**src/rtl/core_mem_pkg.sv**
```systemverilog
package core_mem_pkg;
  typedef enum logic [2:0] {
    PH_IDLE,
    PH_CLEAR,
    PH_GAP,
    PH_SET,
    PH_DONE
  } phase_e;

  typedef struct packed {
    logic accept;      // take a new request
    logic latchSense;  // capture the sense word
    logic driveOn;     // select lines active
    logic setPhase;    // set-direction drive
  } strobe_t;
endpackage

```
**src/rtl/core_mem_seq.sv**
```systemverilog
module core_mem_seq
  import core_mem_pkg::*;
#(
  parameter int DRIVE_CYC   = 40,
  parameter int SETTLE_CYC  = 25,
  parameter int REWRITE_CYC = 40
) (
  input  logic    clk,
  input  logic    rstN,
  input  logic    reqValid,
  output logic    reqReady,
  output logic    done,
  output strobe_t strobe
);
  localparam int MAX_CYC = (DRIVE_CYC > REWRITE_CYC) ? DRIVE_CYC : REWRITE_CYC;
  localparam int CNT_W   = $clog2(MAX_CYC + 1);

  phase_e     phase;
  logic [CNT_W-1:0] cnt;

  always_ff @(posedge clk) begin
    if (!rstN) begin
      phase <= PH_IDLE;
      cnt   <= '0;
    end else begin
      unique case (phase)
        PH_IDLE: begin
          cnt <= '0;
          if (reqValid) phase <= PH_CLEAR;
        end
        PH_CLEAR: begin
          if (cnt == CNT_W'(DRIVE_CYC - 1)) begin
            cnt   <= '0;
            phase <= PH_GAP;
          end else begin
            cnt <= cnt + 1'b1;
          end
        end
        PH_GAP: phase <= PH_SET;
        PH_SET: begin
          if (cnt == CNT_W'(REWRITE_CYC - 1)) begin
            cnt   <= '0;
            phase <= PH_DONE;
          end else begin
            cnt <= cnt + 1'b1;
          end
        end
        PH_DONE: phase <= PH_IDLE;
        default: phase <= PH_IDLE;
      endcase
    end
  end

  always_comb begin
    strobe.accept     = (phase == PH_IDLE) && reqValid;
    strobe.latchSense = (phase == PH_CLEAR) && (cnt == CNT_W'(SETTLE_CYC - 1));
    strobe.driveOn    = (phase == PH_CLEAR) || (phase == PH_SET);
    strobe.setPhase   = (phase == PH_SET);
    reqReady          = (phase == PH_IDLE);
    done              = (phase == PH_DONE);
  end
endmodule

```
**src/rtl/core_mem_path.sv**
```systemverilog
module core_mem_path
  import core_mem_pkg::*;
#(
  parameter int ROW_W  = 6,
  parameter int COL_W  = 6,
  parameter int WORD_W = 8
) (
  input  logic                   clk,
  input  logic                   rstN,
  input  strobe_t                strobe,
  input  logic                   reqWrite,
  input  logic [ROW_W+COL_W-1:0] reqAddr,
  input  logic [WORD_W-1:0]      reqWData,
  input  logic [WORD_W-1:0]      sense,
  output logic [WORD_W-1:0]      rdData,
  output logic [(1<<ROW_W)-1:0]  xSel,
  output logic [(1<<COL_W)-1:0]  ySel,
  output logic                   drivePol,
  output logic [WORD_W-1:0]      inhibit
);
  localparam int ROWS = 1 << ROW_W;
  localparam int COLS = 1 << COL_W;

  logic [ROW_W-1:0]  rowQ;
  logic [COL_W-1:0]  colQ;
  logic              writeQ;
  logic [WORD_W-1:0] wdataQ;
  logic [WORD_W-1:0] senseQ;

  always_ff @(posedge clk) begin
    if (!rstN) begin
      rowQ   <= '0;
      colQ   <= '0;
      writeQ <= 1'b0;
      wdataQ <= '0;
      senseQ <= '0;
    end else begin
      if (strobe.accept) begin
        rowQ   <= reqAddr[ROW_W+COL_W-1:COL_W];
        colQ   <= reqAddr[COL_W-1:0];
        writeQ <= reqWrite;
        wdataQ <= reqWData;
      end
      if (strobe.latchSense) senseQ <= sense;
    end
  end

  // One driver per line; only the latched index fires during a drive phase.
  for (genvar r = 0; r < ROWS; r++) begin : g_xDrv
    assign xSel[r] = strobe.driveOn && (rowQ == ROW_W'(r));
  end
  for (genvar c = 0; c < COLS; c++) begin : g_yDrv
    assign ySel[c] = strobe.driveOn && (colQ == COL_W'(c));
  end

  assign drivePol = strobe.setPhase;
  assign inhibit  = strobe.setPhase ? (writeQ ? ~wdataQ : ~senseQ) : '0;
  assign rdData   = senseQ;
endmodule

```
**src/rtl/core_mem_ctrl.sv**
```systemverilog
module core_mem_ctrl
  import core_mem_pkg::*;
#(
  parameter int ROW_W       = 6,
  parameter int COL_W       = 6,
  parameter int WORD_W      = 8,
  parameter int DRIVE_CYC   = 40,
  parameter int SETTLE_CYC  = 25,
  parameter int REWRITE_CYC = 40
) (
  input  logic                   clk,
  input  logic                   rstN,
  input  logic                   reqValid,
  output logic                   reqReady,
  input  logic                   reqWrite,
  input  logic [ROW_W+COL_W-1:0] reqAddr,
  input  logic [WORD_W-1:0]      reqWData,
  output logic [WORD_W-1:0]      rdData,
  output logic                   done,
  output logic [(1<<ROW_W)-1:0]  xSel,
  output logic [(1<<COL_W)-1:0]  ySel,
  output logic                   drivePol,
  output logic [WORD_W-1:0]      inhibit,
  input  logic [WORD_W-1:0]      sense
);
  strobe_t strobe;

  core_mem_seq #(
    .DRIVE_CYC(DRIVE_CYC), .SETTLE_CYC(SETTLE_CYC), .REWRITE_CYC(REWRITE_CYC)
  ) u_seq (
    .clk(clk), .rstN(rstN), .reqValid(reqValid),
    .reqReady(reqReady), .done(done), .strobe(strobe)
  );

  core_mem_path #(
    .ROW_W(ROW_W), .COL_W(COL_W), .WORD_W(WORD_W)
  ) u_path (
    .clk(clk), .rstN(rstN), .strobe(strobe), .reqWrite(reqWrite),
    .reqAddr(reqAddr), .reqWData(reqWData), .sense(sense), .rdData(rdData),
    .xSel(xSel), .ySel(ySel), .drivePol(drivePol), .inhibit(inhibit)
  );
endmodule

```
**config.mk**
```make
export PLATFORM = sky130hd
export DESIGN_NAME = core_mem_ctrl
export DESIGN_NICKNAME = d
export VERILOG_FILES = /design/src/rtl/core_mem_pkg.sv /design/src/rtl/core_mem_seq.sv /design/src/rtl/core_mem_path.sv /design/src/rtl/core_mem_ctrl.sv
export SDC_FILE = /design/constraint.sdc
export NUM_CORES = 1
export LEC_CHECK = 0
export CAP_MARGIN = 20
export CORE_ASPECT_RATIO = 1.75
export CORE_MARGIN = 2
export CORE_UTILIZATION = 35
export CTS_CLUSTER_SIZE = 14
export DETAILED_ROUTE_END_ITERATION = 6
export HOLD_SLACK_MARGIN = 0.08
export PLACE_DENSITY_LB_ADDON = 0.05
export SETUP_SLACK_MARGIN = 0.3
export SLEW_MARGIN = 25
export SYNTH_ARGS = -nofsm -noshare
export SYNTH_HDL_FRONTEND = slang
export SYNTH_SLANG_ARGS = --single-unit
```
**constraint.sdc**
```tcl
create_clock -name clk -period 2.15 [get_ports clk]
set_input_delay 0.5375 -clock clk [delete_from_list [all_inputs] [get_ports clk]]
set_output_delay 0.5375 -clock clk [all_outputs]
set_load 0.005 [all_outputs]
```
==> impl_metrics.ini <==
[setup_path]
r2r_cells = 5
crit_buf_inv = 4
r2r_start = u_seq.cnt[0]
regToRegEndpoint = u_path.rdData[6]
startpoint_type = register
ff2ff_setup_slack_ns = 0.53
worstSetupPathType = reg2out
path_max_fanout = 7
end_kind = primary output
required_ns = 1.61
crit_family = simple AND/OR/NAND/NOR gates
critPathMaxStageDelay_ns = 0.42
worstPathCellList = buf_6, nand2b_4, or3_4, buf_6, buf_4, nor2_2, buf_2
crit_slowest_cell = or3_4
cp_common_cell = buf_6
cp.arrival_ns = 1.69

[timing]
setup_tns_ns = -0.474
max_slew_margin = 0.501
fin_skew_ns = 0.00411
period_needed_ns = 2.23
layout_setup_ws_ns = -0.0780
holdWs_ns = 0.478
rsz0062_at_grt = true
finalMaxSlewViolations = 0
fin_crit_sh = 1.04
finalSetupViolCount = 15
clock.fmax_ghz = 0.449
finalHoldViolCount = 0
tightest_slew_ns = 0.747

[global_routing]
grt_overflow = 0
antenna_found_initial = 0
grt_pass1_vias = 3400
grt_util_all_layers = 0.268
grt_pass1_wl_microns = 16500
grt_max_degree = 24

[status]
violations = negative setup slack
outcome = finished with violations

[worst_hold_path]
worst_hold_path.endpoint = u_path.wdataQ[6]
holdCritStartpoint = u_path.wdataQ[6]
hp-class = reg2reg
hold_depth = 2

[detailed_routing]
drt-initial-drc-count = 220
via_per_inst = 5.26
antenna_left = 0
drc = 0
drt_pre_antenna_iters = 4
wl_microns = 11900
vias = 3762
wl_per_cell_microns = 16.7

[finish]
antenna_cells_inserted = 0
final_cell_mix = buf_2 (125), nand2_1 (62), nor2_4 (55)
multi_input_area_sq_mm = 0.00235
drive_above_1_share = 0.587
syn2layout_area_growth_pct = 116
fin_area_sq_mm = 0.00547
num-nets-final = 662
stdcell_count = 715
final_common_cell = buf_2
seq_area_sq_um = 772
num-fill-cells = 509

[power]
power.internal_mw = 1.42
switching_power_mw = 0.565
vdd_drop_max_mv = 0.428
p_clk_frac = 0.374
power_mw = 1.98
seqPwrFrac = 0.390
switching_share = 0.285
p_per_area_mw_per_mm2 = 363
combinationalPowerShare = 0.236
p_leak_nw = 2.37

[synth]
syn-cell-area_sq_mm = 0.00253
synth-seq-area-share = 0.301
avgSynthCellArea_sq_um = 6.36
syn-num-nets = 431
synthTopCellsByArea = dfxtp_1 (30%), nor2_1 (20%), nand2_1 (9.7%)
synthDominantCellAreaShare = 0.301
synth_edf_count = 0
synth_top_cell_by_area = dfxtp_1
yosys_register_bits = 38
ys.flop_type = dfxtp_1
yosys_warnings = 0
ys_types = 36
async_flop_share = 0
synth_cells = 397

[place]
postPlaceCellArea_sq_mm = 0.00456
dp_cells = 665
gp_congestion = 0.791
io_buffers = 178
place_hpwl_microns = 7630

[cts]
hold_buffers = 0
cts_sinks = 38
cts.path.max_buffers = 2
cts_tree = done
cts_buffers = 5
h-tree-depth = 2
cts-root-buf = clkbuf_16
cts.clk_slew.worst_paths_ns = 0.06
clkLatencyLatePin_ns = 0.28

[floorplan]
die_x_microns = 68.2
die_area_sq_mm = 0.00794
die_y_microns = 116
io_pins = 179
core_area_sq_mm = 0.00708
rows = 41
start_util = 0.357

[flow_run]
maxCapViolations = 0
[flip-flops by register name (all words and copies together), names as in the netlist]
register and cells:
u_path.colQ 6, u_path.rowQ 6, u_path.wdataQ 8, u_seq.phase 3
u_seq.cnt 6, u_path.writeQ 1, u_path.rdData 8
[repair_timing]
action	CTS	global route
pin swaps	38	18
setup endpoints to repair	139	140
gates cloned	5	1
resized for setup	650	171
buffers inserted	29	7
[power groups by stage]
| stage | Sequential (mW) | Clock (mW) | Combinational (mW) |
|---|---|---|---|
| 2_1_floorplan | 0.769 | 0 | 0.163 |
| 3_5_place_dp | 0.775 | 0 | 0.318 |
| 4_1_cts | 0.767 | 0.753 | 0.393 |
| 6_report | 0.774 | 0.742 | 0.468 |
| 3_3_place_gp | 0.773 | 0 | 0.313 |
| 5_1_grt | 0.778 | 0.778 | 0.504 |
[routing by layer]
metal,global-route usage,share of wire,up-vias
met3,0.0462,0.066,34
met2,0.531,0.57,159
met4,0.0840,0.031,0
met5,0,0,-
met1,0.268,0.34,1791
li1,-,-,1778
[worst reg2reg max path: stages, from the launching register on]
cell and delay (ns):
dfxtp_1 0.39, inv_1 0.09, ha_1 0.15, nor4b_2 0.62, nand3_1 0.16, a21oi_1 0.15
[worst max-delay path by stage]
stage,from,endpoint,slack (ns),cells past startpoint
2_1_floorplan,u_seq.phase[0],xSel[32],0.41,6
3_3_place_gp,u_seq.phase[2],xSel[0],-0.03,5
3_5_place_dp,u_seq.phase[2],ySel[2],-0.05,5
4_1_cts,u_seq.phase[0],ySel[2],-0.03,6
5_1_grt,u_path.colQ[0],ySel[0],-0.17,5
6_report,u_seq.phase[0],ySel[3],-0.08,7
[logic make-up after synthesis]
| family | Yosys count | synth area share |
|---|---|---|
| compound gates | 59 | 0.139 |
| simple gates | 266 | 0.478 |
| mux | 1 | 0.00396 |
| fa+ha+maj | 2 | 0.00990 |
| flops | 38 | 0.301 |
| buf+inv | 31 | 0.0679 |
[area by class of cell]
type,count,area share
multi-input cells,328,0.430
repair buffers,249,0.376
flip-flops and latches,38,0.141
clock buffers,6,0.0254
well taps,86,0.0197
inverters,6,0.00480
clock inverters,2,0.00229
[synth_stat cells (3+ instances only)]
| library cell | n |
|---|---|
| a311oi_1 | 3 |
| a21oi_1 | 33 |
| inv_1 | 5 |
| clkbuf_1 | 8 |
| or3_1 | 4 |
| nand3b_2 | 4 |
| o21ai_1 | 8 |
| nand4_1 | 3 |
| buf_6 | 5 |
| nor2_1 | 133 |
| nor2b_1 | 16 |
| nand2_1 | 65 |
| a211oi_1 | 8 |
| nand3_1 | 25 |
| dfxtp_1 | 38 |
| buf_2 | 11 |
[through the flow]
stage / utilization / setup WS [ns]
floorplan: - / 0.408
global placement: 0.644 / -0.0264
detailed placement: 0.644 / -0.0479
CTS: 0.671 / -0.0280
global route: 0.773 / -0.168
finish: 0.773 / -0.0780
(Power assumes the default switching activity.)
